[src/rtl/tap_phase_pkg.sv]
package tap_phase_pkg;
  localparam int CTL_W       = 32;
  localparam int POS_LINE_EN = 16;
  localparam int POS_CDR_EN  = 17;
  localparam int POS_CK_EN   = 18;
  localparam int POS_EXT_SEL = 19;
  localparam int POS_SEL_LSB = 20;

  typedef enum logic [2:0] {
    ST_IDLE,
    ST_WAIT_OFF,
    ST_WRITE_SEL,
    ST_CK_ON,
    ST_WAIT_ON,
    ST_HANDOVER
  } seq_state_e;

  typedef enum logic [2:0] {
    OP_HOLD,
    OP_PARK,
    OP_SEL,
    OP_CK_ON,
    OP_HANDOVER
  } ctl_op_e;
endpackage

[src/rtl/tap_gray_enc.sv]
module tap_gray_enc #(
  parameter int W = 4
) (
  input  logic [W-1:0] bin_in,
  output logic [W-1:0] gray_out
);
  genvar i;
  generate
    for (i = 0; i < W; i++) begin : g_bit
      if (i == W - 1) begin : g_top
        assign gray_out[i] = bin_in[i];
      end else begin : g_low
        assign gray_out[i] = bin_in[i] ^ bin_in[i+1];
      end
    end
  endgenerate
endmodule

[src/rtl/tap_poll_window.sv]
module tap_poll_window #(
  parameter int POLL_LIMIT = 50
) (
  input  logic clk,
  input  logic rst_n,
  input  logic arm,
  input  logic active,
  input  logic tick,
  input  logic fb,
  input  logic want,
  output logic hit,
  output logic expire
);
  localparam int CW = $clog2(POLL_LIMIT + 1);
  localparam logic [CW-1:0] LAST = CW'(POLL_LIMIT - 1);

  logic [CW-1:0] misses;
  logic          sample;

  assign sample = active && tick;
  assign hit    = sample && (fb == want);
  assign expire = sample && !(fb == want) && (misses == LAST);

  always_ff @(posedge clk or negedge rst_n) begin
    if (!rst_n) begin
      misses <= '0;
    end else if (arm) begin
      misses <= '0;
    end else if (sample && !hit && !expire) begin
      misses <= misses + 1'b1;
    end
  end
endmodule

[src/rtl/tap_ctl_reg.sv]
module tap_ctl_reg
  import tap_phase_pkg::*;
#(
  parameter int SEL_W = 4
) (
  input  logic             clk,
  input  logic             rst_n,
  input  ctl_op_e          op,
  input  logic [SEL_W-1:0] sel_code,
  output logic [CTL_W-1:0] word
);
  logic             line_en, cdr_en, ck_en, ext_sel;
  logic [SEL_W-1:0] sel_q;

  always_ff @(posedge clk or negedge rst_n) begin
    if (!rst_n) begin
      line_en <= 1'b0;
      cdr_en  <= 1'b0;
      ck_en   <= 1'b0;
      ext_sel <= 1'b0;
      sel_q   <= '0;
    end else begin
      case (op)
        OP_PARK: begin
          cdr_en  <= 1'b0;
          ck_en   <= 1'b0;
          ext_sel <= 1'b1;
          line_en <= 1'b1;
        end
        OP_SEL:      sel_q <= sel_code;
        OP_CK_ON:    ck_en <= 1'b1;
        OP_HANDOVER: begin
          cdr_en  <= 1'b1;
          ext_sel <= 1'b0;
        end
        default: ;
      endcase
    end
  end

  always_comb begin
    word = '0;
    word[POS_LINE_EN] = line_en;
    word[POS_CDR_EN]  = cdr_en;
    word[POS_CK_EN]   = ck_en;
    word[POS_EXT_SEL] = ext_sel;
    word[POS_SEL_LSB +: SEL_W] = sel_q;
  end
endmodule

[src/rtl/tap_phase_sequencer.sv]
module tap_phase_sequencer
  import tap_phase_pkg::*;
#(
  parameter int PHASE_W    = 4,
  parameter int POLL_LIMIT = 50
) (
  input  logic               clk,
  input  logic               rst_n,
  input  logic               us_tick,
  input  logic               req_valid,
  output logic               req_ready,
  input  logic [PHASE_W-1:0] req_phase,
  input  logic               ck_fb,
  output logic [CTL_W-1:0]   ctl_word,
  output logic               op_done,
  output logic               op_error
);
  seq_state_e         state_q, state_d;
  ctl_op_e            op;
  logic [PHASE_W-1:0] phase_q, gray_code;
  logic               accept, arm, waiting, want_high, hit, expire;
  logic               done_q, err_q;

  assign req_ready = (state_q == ST_IDLE);
  assign accept    = req_valid && req_ready;
  assign waiting   = (state_q == ST_WAIT_OFF) || (state_q == ST_WAIT_ON);
  assign want_high = (state_q == ST_WAIT_ON);
  assign arm       = accept || (state_q == ST_CK_ON);

  tap_gray_enc #(.W(PHASE_W)) u_gray (
    .bin_in   (phase_q),
    .gray_out (gray_code)
  );

  tap_poll_window #(.POLL_LIMIT(POLL_LIMIT)) u_poll (
    .clk    (clk),
    .rst_n  (rst_n),
    .arm    (arm),
    .active (waiting),
    .tick   (us_tick),
    .fb     (ck_fb),
    .want   (want_high),
    .hit    (hit),
    .expire (expire)
  );

  tap_ctl_reg #(.SEL_W(PHASE_W)) u_ctl (
    .clk      (clk),
    .rst_n    (rst_n),
    .op       (op),
    .sel_code (gray_code),
    .word     (ctl_word)
  );

  always_comb begin
    state_d = state_q;
    op      = OP_HOLD;
    case (state_q)
      ST_IDLE: if (accept) begin
        op      = OP_PARK;
        state_d = ST_WAIT_OFF;
      end
      ST_WAIT_OFF: begin
        if (hit)         state_d = ST_WRITE_SEL;
        else if (expire) state_d = ST_IDLE;
      end
      ST_WRITE_SEL: begin
        op      = OP_SEL;
        state_d = ST_CK_ON;
      end
      ST_CK_ON: begin
        op      = OP_CK_ON;
        state_d = ST_WAIT_ON;
      end
      ST_WAIT_ON: begin
        if (hit)         state_d = ST_HANDOVER;
        else if (expire) state_d = ST_IDLE;
      end
      ST_HANDOVER: begin
        op      = OP_HANDOVER;
        state_d = ST_IDLE;
      end
      default: state_d = ST_IDLE;
    endcase
  end

  always_ff @(posedge clk or negedge rst_n) begin
    if (!rst_n) begin
      state_q <= ST_IDLE;
      phase_q <= '0;
      done_q  <= 1'b0;
      err_q   <= 1'b0;
    end else begin
      state_q <= state_d;
      if (accept) phase_q <= req_phase;
      done_q <= (state_q == ST_HANDOVER);
      err_q  <= waiting && expire;
    end
  end

  assign op_done  = done_q;
  assign op_error = err_q;
endmodule

[config.mk]
export PLATFORM = sky130hd
export DESIGN_NAME = tap_phase_sequencer
export DESIGN_NICKNAME = d
export VERILOG_FILES = /design/src/rtl/tap_phase_pkg.sv /design/src/rtl/tap_gray_enc.sv /design/src/rtl/tap_poll_window.sv /design/src/rtl/tap_ctl_reg.sv /design/src/rtl/tap_phase_sequencer.sv
export SDC_FILE = /design/constraint.sdc
export NUM_CORES = 1
export LEC_CHECK = 0
export BUFFER_PORTS_ARGS = -buffer_cell sky130_fd_sc_hd__buf_2
export CORE_ASPECT_RATIO = 1.2
export CORE_UTILIZATION = 45
export DETAILED_ROUTE_END_ITERATION = 10
export GPL_TIMING_DRIVEN = 0
export PLACE_DENSITY = 0.72
export SKIP_LAST_GASP = 1
export SYNTH_ARGS = -nofsm -noshare
export SYNTH_HDL_FRONTEND = slang
export SYNTH_HIERARCHICAL = 1
export SYNTH_SLANG_ARGS = --single-unit
[constraint.sdc]
create_clock -name clk -period 2.2 [get_ports clk]
set_input_delay 0.33 -clock clk [delete_from_list [all_inputs] [get_ports clk]]
set_output_delay 0.33 -clock clk [all_outputs]
set_load 0.03 [all_outputs]
==> summary.txt, run 1 <==
Placed design
  • Placed Area: ~1600 µm²
  • I/O Buffers: 19
  • DP HPWL: 1730 µm
  • GPL Wtd Cong: 0.844

Clock network
  • Cts bufs inserted: 3
  • Clock Path Buffers: 2
  • H-tree lvl count: 1
  • CTS tree: yes
  • Post-CTS setup buffer count: 0
  • Clock sinks: 23
  • Worst skew pair latency: 0.31 ns
  • Clock root cell: clkbuf_4
  • Worst-path clk slew: 0.13 ns

Power
  • Power Density: roughly 1100 nW/µm²
  • Leak: 0.000831 µW
  • Max VDD drop: between 0.7 and 0.8 mV

Synth
  • Synth Instances: about 140
  • Register area share after synthesis: between 40% and 50%
  • Synth cell types: 36
  • Synth Cell Area: 1400 µm²
  • Synth Flop Type: dfrtp_1
  • Leading area contributor after synthesis: dfrtp_1
  • Avg Cell Area, Syn: about 10 µm²
  • Synth async-reset ratio: between 90% and 100%
  • Synth area leaders: dfrtp_1 41%, buf_4 17%, mux2_1 3.2%, mux2_2 3.2%, xnor2_1 3.1%
  • Synth Register Bits: 23
  • Yosys warnings: 6
  • EDFF count, synth: 0
  • Area share of the largest cell type after synthesis: 41.1%

Routing
  • DR vias: roughly 960
  • Residual DRC: 0
  • Vias per std cell: 4.40
  • Routed WL: roughly 2200 µm
  • Drt pass-1 iters: 4
  • WL/cell: slightly above 10 µm
  • Number of DRC markers in iteration 0: 11
  • Post-route ant nets: 0

STA
  • Relative slew slack: between 60% and 70%
  • Worst Max-Slew Pin Slew: 0.527 ns
  • Fin. max-slew vios: 0
  • Peak Freq: ~480 MHz
  • Endpoints failing setup: 0
  • Worst Clk Skew: ~0.00091 ns
  • RSZ-0062 raised after global routing: false
  • Final Cycle Share: 94.8%
  • Fin. Hold Viols: 0
  • Total Neg Setup Slack: 0 ns
  • Tmin final: 2.09 ns

Worst setup path
  • Crit Path Class: register to register
  • Path depth of the worst reg2reg path: 8
  • Startpoint Class: register
  • Crit path required time: around 2.4 ns
  • CP max FO: 10
  • CP endpoint kind: register
  • CP arrival: 2.30 ns

Finish
  • Fin area: roughly 1700 µm²
  • Layout cells sized above 1: about two fifths
  • Growth of design area from synthesis to finish: 19.0%
  • Antenna Diode Count: 0
  • Final #Nets: between 150 and 200
  • Filler instances: between 200 and 300

GRT
  • Total gr overflow: 0
  • Antenna violations before repair: 0
  • First-pass GRT wire length: roughly 3700 µm
  • Tot GR Track Use: between 10 and 15%
  • Pin count of the biggest net entering global routing: 24
  • Vias in the first global route: approximately 880

Die
  • Die W: 52.9 µm
  • IO Pins: 44
  • Row cnt: 21
  • Die H: about 63 µm
  • Core area: approximately 2900 µm²
  • Total die area: between 3000 and 4000 µm²
  • Initial Utilization: roughly half

Min path
  • Path category of the worst min-delay check: primary input to register
  • WHS Path Cells: 2

Job
  • Maxcap violations: 0

Status
  • Status: completed
## cell families after synthesis
family,count (synthesis),synth area share (%)
buf+inv,37,18.5
other cells,1,0.268
compound gates,16,8.04
simple gates,40,17.7
fa+ha+maj,2,1.79
flops,23,41.1
xor+xnor,9,6.17
mux,8,6.43
## through the flow
stage	instances	util, %	worst slack [ns]	power [µW]	hold slack (ns)
floorplan	159	-	0.307	1520	0.0344
global placement	212	56.7	0.159	1690	0.324
detailed placement	212	56.7	0.139	1730	0.337
CTS	217	58.0	0.106	1930	0.218
global route	217	58.2	0.0160	2060	0.222
finish	217	58.2	0.113	1910	0.224
## cells in the mapped netlist (2+ instances only)
cell type / n
and2_1: 3
nor2_1: 9
xor2_1: 3
ha_1: 2
buf_4: 32
nand3_1: 3
inv_1: 4
nor3_1: 3
dfrtp_1: 23
o21ai_0: 5
xnor2_1: 5
mux2_2: 4
nand2_1: 7
a21oi_1: 5
and3b_1: 2
mux2_1: 4
nand2b_1: 3
## placed cells by master (no fill, tap or decap), types with 2 or more instances in the layout
cell type and n:
clkbuf_4 3, a21oi_1 5, o21ai_0 5, dfrtp_1 23
inv_1 4, and3b_1 2, nand3_1 3, nor3_1 2
and2_1 3, nor3_2 2, nand2_1 7, mux2_1 4
conb_1 24, buf_2 19, buf_4 32, nor2_1 9
nand2b_1 3, xnor2_1 5, xor2_1 3, mux2_2 4
ha_1 2
## final cells by class
type	count	area, µm²	area share (%)
Multi-Input combinational cell	99	657	39.4
Sequential cell	23	576	34.5
Buffer	32	240	14.4
Timing Repair Buffer	20	105	6.31
Tap cell	34	42.5	2.55
Clock buffer	3	22.5	1.35
Inverter	5	18.8	1.13
Clock inverter	1	5.00	0.300
## power breakdown
group          leakage, µW  internal (µW)  switching, µW  total, µW
registers         0.000288            564            104        668
clock network    0.0000177           68.0            132        199
logic             0.000525            438            608       1050
total             0.000831           1070            843       1910
## registers in the layout (all words and copies together), names as in the netlist
name	flops
u_poll/misses	6
phase_q	4
u_ctl/sel_q	4
state_q	3
op_done	1
op_error	1
u_ctl/cdr_en	1
u_ctl/ck_en	1
u_ctl/ext_sel	1
u_ctl/line_en	1
## path summary, 6_finish.rpt
| path | startpoint | to | slack (ns) |
|---|---|---|---|
| worst min-delay path | req_phase[0] | phase_q[0]$_DFFE_PN0P_ | 0.22 |
| worst max register to register | state_q[1]$_DFFE_PN0P_ | state_q[0]$_DFFE_PN0P_ | 0.11 |
| max in group asynchronous | rst_n | state_q[2]$_DFFE_PN0P_ | 1.35 |
| min in group asynchronous | rst_n | u_ctl/sel_q[0]$_DFFE_PN0N_ | 0.51 |
| worst max-delay path | state_q[1]$_DFFE_PN0P_ | state_q[0]$_DFFE_PN0P_ | 0.11 |
| worst min register to register | u_ctl/line_en$_DFFE_PN0N_ | u_ctl/line_en$_DFFE_PN0N_ | 0.49 |
## per-layer routing
metal	share of wire, %	up-vias	track usage, %	routed length (µm)
li1	-	493	-	-
met3	4.6	4	2.42	102
met2	51	23	25.9	1120
met4	0.77	0	4.93	17
met5	0	-	0	0
met1	44	435	17.2	965
## worst max-delay path: stages (launching register included)
cell,delay (ns)
dfrtp_1,0.41
buf_4,0.17
nor2_1,0.18
and2_1,0.23
xnor2_2,0.22
and3_1,0.28
nor4_1,0.07
and2_1,0.16
a311o_1,0.26
## timing repair
item / CTS / global route
endpoints found under the hold margin: 23 / 0
endpoints found under the setup margin: 0 / 1
resized for setup: 0 / 1
hold buffers: 1 / 0
No activity file was read; power rests on OpenSTA's default activity.
==> inputs of run 2 (changes only) <==
--- a/config.mk
+++ b/config.mk
@@ -7,6 +7,7 @@
 export LEC_CHECK = 0
 export BUFFER_PORTS_ARGS = -buffer_cell sky130_fd_sc_hd__buf_2
 export CORE_ASPECT_RATIO = 1.2
+export CORE_MARGIN = 2
 export CORE_UTILIZATION = 45
 export DETAILED_ROUTE_END_ITERATION = 10
 export GPL_TIMING_DRIVEN = 0
==> run 2 against run 1 <==
Compared with the run above: highest routed layer unchanged; die area grew 7.1%; critical path depth is the same; worst setup slack gained 0.039 ns.
==> summary.txt, run 2 (synthesized netlist as in run 1, its figures left out) <==
Status
  • Status: completed

Clock network
  • Cts bufs inserted: 3 (unchanged)
  • Worst skew pair latency: 0.31 ns (about the same)
  • Clock Path Buffers: 2 (unchanged)
  • H-tree lvl count: 1 (unchanged)
  • Clock root cell: clkbuf_4
  • Worst-path clk slew: 0.13 ns (about the same)
  • Clock sinks: 23 (unchanged)
  • CTS tree: yes

Finish
  • Fin cells: 219 (+0.92%)
  • Growth of design area from synthesis to finish: 20.3%
  • Antenna Diode Count: 0 (unchanged)
  • Most flops, register: u_poll/misses
  • Final #Nets: 195 (unchanged)
  • Fin util: 55.6% (-2.6 points)
  • Max reg flops: 6 (unchanged)
  • Most common cell after layout, fill and taps aside: buf_4
  • Fin area: 1680 µm² (+1.1%)
  • Commonest non-fill, non-tap cells in the layout: 32 x buf_4, 24 x conb_1, 23 x dfrtp_1
  • Layout cells sized above 1: 38.8% (+0.55 points)
  • Regs by FF count: u_poll/misses (6), phase_q (4), u_ctl/sel_q (4)

Min path
  • Path category of the worst min-delay check: primary input to register
  • Hold_sp: req_phase[0]

Power
  • Internal power: 1080 µW (+0.76%)
  • Switching fraction of total power: 43.8% (-0.30 points)
  • Combinational power share: 55.0% (+0.3 points)
  • Clock share of power: 10.2% (-0.2 points)
  • P_sw: 840 µW (-0.45%)
  • Reg power frac: 34.8% (about the same)
  • Leak: 0.000829 µW (-0.20%)
  • Max VDD drop: 0.672 mV (-4.7%)
  • Power Density: 1140 nW/µm² (-0.82%)

GRT
  • Antenna violations before repair: 0 (unchanged)
  • Vias in the first global route: 952 (+7.7%)
  • Total gr overflow: 0 (unchanged)
  • Tot GR Track Use: 14.1% (-0.49 points)
  • First-pass GRT wire length: 3790 µm (+3.4%)
  • Pin count of the biggest net entering global routing: 24 (unchanged)

Worst setup path
  • Startpoint Class: register
  • R2R Path Start: state_q[1]$_DFFE_PN0P_
  • CP endpoint kind: register
  • Biggest cell delay along the critical path: 0.41 ns (about the same)
  • Critical Path Start: state_q[1]$_DFFE_PN0P_
  • CP max FO: 10 (unchanged)
  • Crit Path Class: register to register
  • Slowest cell on crit path: dfrtp_1
  • Crit path required time: 2.40 ns (about the same)
  • CP arrival: 2.25 ns (-0.05 ns)
  • Crit path cell chain: buf_4, nor2_1, and2_2, xnor2_4, and3_1, nor4_1, and2_1, a311o_1

Routing
  • Drt pass-1 iters: 4 (unchanged)
  • Residual DRC: 0 (unchanged)
  • Number of DRC markers in iteration 0: 24 (+13)
  • WL/cell: 10.1 µm (-0.87%)
  • Vias per std cell: 4.47 (+1.5%)
  • Routed WL: 2200 µm (about the same)
  • DR vias: 978 (+2.4%)
  • Post-route ant nets: 0 (unchanged)

STA
  • RSZ-0062 raised after global routing: false
  • Total Neg Setup Slack: 0 ns (unchanged)
  • Peak Freq: 488 MHz (+1.9%)
  • Fin. max-slew vios: 0 (unchanged)
  • Final Cycle Share: 93.1% (-1.8 points)
  • Worst Max-Slew Pin Slew: 0.515 ns (-0.0122 ns)
  • Worst Clk Skew: 0.00363 ns (+0.00272 ns)
  • Relative slew slack: 65.6% (+0.81 points)
  • Fin. Hold Viols: 0 (unchanged)
  • Endpoints failing setup: 0 (unchanged)
  • Tmin final: 2.05 ns (-0.0387 ns)

Die
  • Row cnt: 22 (+4.8%)
  • Die W: 54.9 µm (+3.8%)
  • Initial Utilization: 46.2% (-2.6 points)
  • Die H: 65.1 µm (+3.2%)
  • Total die area: 3580 µm² (+7.1%)
  • IO Pins: 44 (unchanged)
  • Core area: 3030 µm² (+5.7%)

Placed design
  • DP HPWL: 1770 µm (+2.2%)
  • GPL Wtd Cong: 0.815 (-3.3%)
  • Placed Cells: 214 (+0.94%)
  • I/O Buffers: 19 (unchanged)
  • Placed Area: 1630 µm² (+0.15%)

Job
  • Maxcap violations: 0 (unchanged)
-- run 2: changes by cell type in the layout (fill, tap and decap cells not counted) --
cell | before | now
xnor2_4 | 0 | 1
and2_1 | 3 | 2
and2_2 | 0 | 1
clkinv_2 | 1 | 0
clkinvlp_4 | 0 | 1
xnor2_2 | 1 | 0
-- run 2: worst paths after layout --
check                                        endpoint  slack [ns]  depth (start not counted)
max                            state_q[0]$_DFFE_PN0P_        0.15                          8
min                            phase_q[0]$_DFFE_PN0P_        0.23                          2
max reg2reg                    state_q[0]$_DFFE_PN0P_        0.15                          8
min reg2reg                 u_ctl/line_en$_DFFE_PN0N_        0.50                          1
max in group asynchronous     u_ctl/ck_en$_DFFE_PN0P_        1.34                          2
min in group asynchronous  u_ctl/sel_q[0]$_DFFE_PN0N_        0.52                          2
-- run 2: through the flow --
stage | power (µW) | worst slack, ns | hold WS (ns)
3_5_place_dp | 1720 | 0.122 | 0.328
3_3_place_gp | 1690 | 0.169 | 0.327
4_1_cts | 1920 | 0.0994 | 0.222
6_report | 1920 | 0.152 | 0.228
5_1_grt | 2090 | 0.0494 | 0.219
2_1_floorplan | 1520 | 0.307 | 0.0344
-- run 2: metal layers --
metal,global-route usage (%),vias up,routed length (µm)
met4,5.49,0,25
met5,0,-,0
li1,-,496,-
met3,1.36,2,121
met1,15.5,450,862
met2,26.5,30,1190
-- run 2: power by group through the flow --
stage          sequential (µW)  combinational, µW  clock, µW
6_report                   667               1050        196
5_1_grt                    693               1170        222
4_1_cts                    670               1050        206
3_5_place_dp               681               1040          0
3_3_place_gp               670               1020          0
2_1_floorplan              739                778          0
-- run 2: worst max-delay path: cells and delay by family, from the launching register on --
family | cells | cell delay [ns]
AO/OA/AOI/OAI | 1 | 0.26
buffers and inverters | 1 | 0.17
AND/OR/NAND/NOR | 5 | 0.92
XOR/XNOR | 1 | 0.18
flip-flops | 1 | 0.41
-- run 2: cell type report --
cell class	instances	area [µm²]
Fill cell	285	1340
Multi-Input combinational cell	99	669
Sequential cell	23	576
Buffer	32	240
Timing Repair Buffer	20	105
Tap cell	36	45.0
Clock buffer	3	22.5
Inverter	5	18.8
Clock inverter	1	7.51
-- run 2: what timing repair did --
action,in CTS,in global routing
endpoints found under the setup margin,0,1
gates resized for setup,0,3
endpoints found under the hold margin,23,0
setup buffers,0,0
hold buffers,1,0
==> inputs of run 3 (changes only) <==
--- a/config.mk
+++ b/config.mk
@@ -5,13 +5,13 @@
 export SDC_FILE = /design/constraint.sdc
 export NUM_CORES = 1
 export LEC_CHECK = 0
+export ABC_AREA = 1
 export BUFFER_PORTS_ARGS = -buffer_cell sky130_fd_sc_hd__buf_2
 export CORE_ASPECT_RATIO = 1.2
-export CORE_MARGIN = 2
 export CORE_UTILIZATION = 45
 export DETAILED_ROUTE_END_ITERATION = 10
 export GPL_TIMING_DRIVEN = 0
-export PLACE_DENSITY = 0.72
+export PLACE_DENSITY = 0.71
 export SKIP_LAST_GASP = 1
 export SYNTH_ARGS = -nofsm -noshare
 export SYNTH_HDL_FRONTEND = slang
==> run 3 against run 2 <==
Compared with the run above: clock skew is 0.00070 ns lower; clock power hardly changed; synthesized area is 8.2% higher; via count is 25% higher; sequential cell count stayed put; critical endpoint is now u_poll/misses[5]$_DFFE_PN0P_; highest routed layer unchanged.
==> summary.txt, run 3 <==
STA
  • Worst Max-Slew Pin Slew: 0.594 ns (+0.0785 ns)
  • Tmin final: 1.88 ns (-0.167 ns)
  • Fin. max-slew vios: 0 (unchanged)
  • Endpoints failing setup: 0 (unchanged)
  • Total Neg Setup Slack: 0 ns (unchanged)
  • Relative slew slack: 60.3% (-5.4 points)
  • Worst Clk Skew: 0.00292 ns (-0.000705 ns)
  • RSZ-0062 raised after global routing: false
  • Peak Freq: 532 MHz (+8.9%)
  • Final Cycle Share: 85.5% (-7.6 points)
  • Fin. Hold Viols: 0 (unchanged)

GRT
  • Tot GR Track Use: 14.7% (+0.56 points)
  • Total gr overflow: 0 (unchanged)
  • Pin count of the biggest net entering global routing: 24 (unchanged)
  • Antenna violations before repair: 0 (unchanged)
  • First-pass GRT wire length: 3960 µm (+4.5%)
  • Vias in the first global route: 974 (+2.3%)

Synth
  • Leading area contributor after synthesis: dfrtp_1
  • EDFF count, synth: 0 (unchanged)
  • Register area share after synthesis: 38.0% (-3.1 points)
  • Synth async-reset ratio: 100% (unchanged)
  • Cell with the most instances after synthesis: nand2_1
  • Synth cell types: 24 (-33%)
  • Yosys warnings: 6 (unchanged)
  • Synth Instances: 195 (+43%)
  • Area share of the largest cell type after synthesis: 38.0% (-3.1 points)
  • Synth cell count leaders: 62 x nand2_1, 29 x buf_4, 23 x dfrtp_1
  • Synth Flop Type: dfrtp_1
  • Avg Cell Area, Syn: 7.77 µm² (-25%)
  • Synth Cell Area: 1520 µm² (+8.2%)
  • Synth Register Bits: 23 (unchanged)
  • Synth area leaders: dfrtp_1 38%, nand2_1 15%, buf_4 14%, inv_1 5.0%, nand3_1 4.3%

Power
  • Overall power: 1790 µW (-6.8%)
  • Max VDD drop: 0.648 mV (-3.6%)
  • Power Density: 1000 nW/µm² (-12%)
  • Leak: 0.00106 µW (+27%)

Clock network
  • CTS resizes: 0 (unchanged)
  • Cts bufs inserted: 3 (unchanged)
  • Hold buffers post-CTS: 1 (unchanged)
  • Worst-path clk slew: 0.13 ns (about the same)
  • Worst skew pair latency: 0.30 ns (about the same)
  • Clock Path Buffers: 2 (unchanged)
  • Clock root cell: clkbuf_4
  • Post-CTS setup buffer count: 0 (unchanged)
  • H-tree lvl count: 1 (unchanged)
  • Clock sinks: 23 (unchanged)
  • CTS tree: yes

Min path
  • Path category of the worst min-delay check: primary input to register

Worst setup path
  • CP endpoint kind: register
  • Crit Path Class: register to register
  • CP max FO: 9 (-1)
  • Startpoint Class: register
  • CP arrival: 2.09 ns (-0.16 ns)
  • Crit path required time: 2.41 ns (about the same)

Routing
  • Vias per std cell: 4.38 (-1.9%)
  • Drt pass-1 iters: 4 (unchanged)
  • Number of DRC markers in iteration 0: 26 (+8.3%)
  • WL met3: 78 µm (-36%)
  • WL met1: 1090 µm (+27%)
  • Uppermost routed layer: met4
  • DR vias: 1218 (+25%)
  • Met2 WL: 1250 µm (+5.0%)
  • Post-route ant nets: 0 (unchanged)
  • Residual DRC: 0 (unchanged)
  • Routed WL: 2440 µm (+11%)
  • WL/cell: 8.79 µm (-13%)

Finish
  • Most flops, register: u_poll/misses
  • Final #Nets: 254 (+30%)
  • Most common cell after layout, fill and taps aside: nand2_1
  • Regs by FF count: u_poll/misses (6), phase_q (4), u_ctl/sel_q (4)
  • Fin util: 56.7% (+1.1 points)
  • Max reg flops: 6 (unchanged)
  • Layout cells sized above 1: 29.3% (-9.5 points)
  • Commonest non-fill, non-tap cells in the layout: 62 x nand2_1, 29 x buf_4, 24 x conb_1
  • Filler instances: 333 (+17%)
  • Storage cell area: 576 µm² (unchanged)
  • Growth of design area from synthesis to finish: 17.4%
  • Area of the multi-input gates: 701 µm² (+4.7%)
  • Antenna Diode Count: 0 (unchanged)

Die
  • Die W: 55.0 µm (about the same)
  • Initial Utilization: 48.3% (+2.0 points)
  • IO Pins: 44 (unchanged)
  • Die H: 65.6 µm (+0.71%)
  • Total die area: 3600 µm² (+0.80%)
  • Row cnt: 22 (unchanged)
  • Core area: 3140 µm² (+3.6%)

Job
  • Maxcap violations: 0 (unchanged)

Placed design
  • DP HPWL: 1900 µm (+7.4%)
  • GPL Wtd Cong: 0.799 (-2.1%)
  • I/O Buffers: 19 (unchanged)

Status
  • Status: completed
[run 3: changes by cell type after synthesis, sizes merged, moves of 3 or more]
cell / delta
nand3: +14
nand2: +59
nand2b: -3
and2: -4
inv: +20
xnor2: -6
mux2: -8
nand4: +5
[run 3: path summary, 6_finish.rpt]
path,start,endpoint,slack (ns),cells after the start
min in group asynchronous,rst_n,u_ctl/ext_sel$_DFFE_PN0P_,0.51,2
max in group asynchronous,rst_n,state_q[0]$_DFFE_PN0P_,1.34,2
worst max-delay path,state_q[1]$_DFFE_PN0P_,u_poll/misses[5]$_DFFE_PN0P_,0.32,7
worst min-delay path,req_phase[2],phase_q[2]$_DFFE_PN0P_,0.24,3
worst min register to register,u_ctl/sel_q[2]$_DFFE_PN0N_,u_ctl/sel_q[2]$_DFFE_PN0N_,0.48,2
worst max register to register,state_q[1]$_DFFE_PN0P_,u_poll/misses[5]$_DFFE_PN0P_,0.32,7
[run 3: cell type report]
class | instances | area share [%]
inverters | 25 | 5.41
repair buffers | 20 | 5.91
clock inverters | 1 | 0.281
flip-flops and latches | 23 | 32.3
clock buffers | 3 | 1.27
plain buffers | 30 | 12.9
well taps | 36 | 2.53
multi-input cells | 140 | 39.4
[run 3: worst max-delay path, stage by stage (launching register included)]
cell and delay [ns]:
dfrtp_1 0.48, inv_1 0.08, nor2_1 0.47, nand2_1 0.18, nand2_1 0.25, inv_1 0.15, nand4_1 0.12, nand2_1 0.05
[run 3: cells by family after synthesis]
group | count (synthesis) | synth area share, %
AOI/OAI and AO/OA | 9 | 3.22
xor gates and xnor gates | 1 | 0.578
adders and majority gates | 2 | 1.65
buffers and inverters | 55 | 21.5
DFF | 23 | 38.0
other | 1 | 0.247
and+or+nand+nor | 104 | 34.8
[run 3: routing by layer]
metal / GRT usage, % / up-vias
li1: - / 649
met1: 17.7 / 545
met2: 26.2 / 22
met3: 2.08 / 2
met4: 3.75 / 0
met5: 0 / -
[run 3: power breakdown]
group / internal [µW] / switching [µW]
Clock: 67.7 / 127
Combinational: 315 / 626
Sequential: 540 / 111
Total: 923 / 865
[run 3: per-stage QoR]
stage / instance area, µm² / hold slack (ns) / setup slack, ns / instances
after floorplan: 1600 / 0.0344 / 0.616 / 218
after global placement: 1740 / 0.334 / 0.341 / 273
after detailed placement: 1740 / 0.338 / 0.347 / 273
after CTS: 1780 / 0.235 / 0.310 / 278
after global routing: 1780 / 0.245 / 0.0831 / 278
final: 1780 / 0.245 / 0.319 / 278
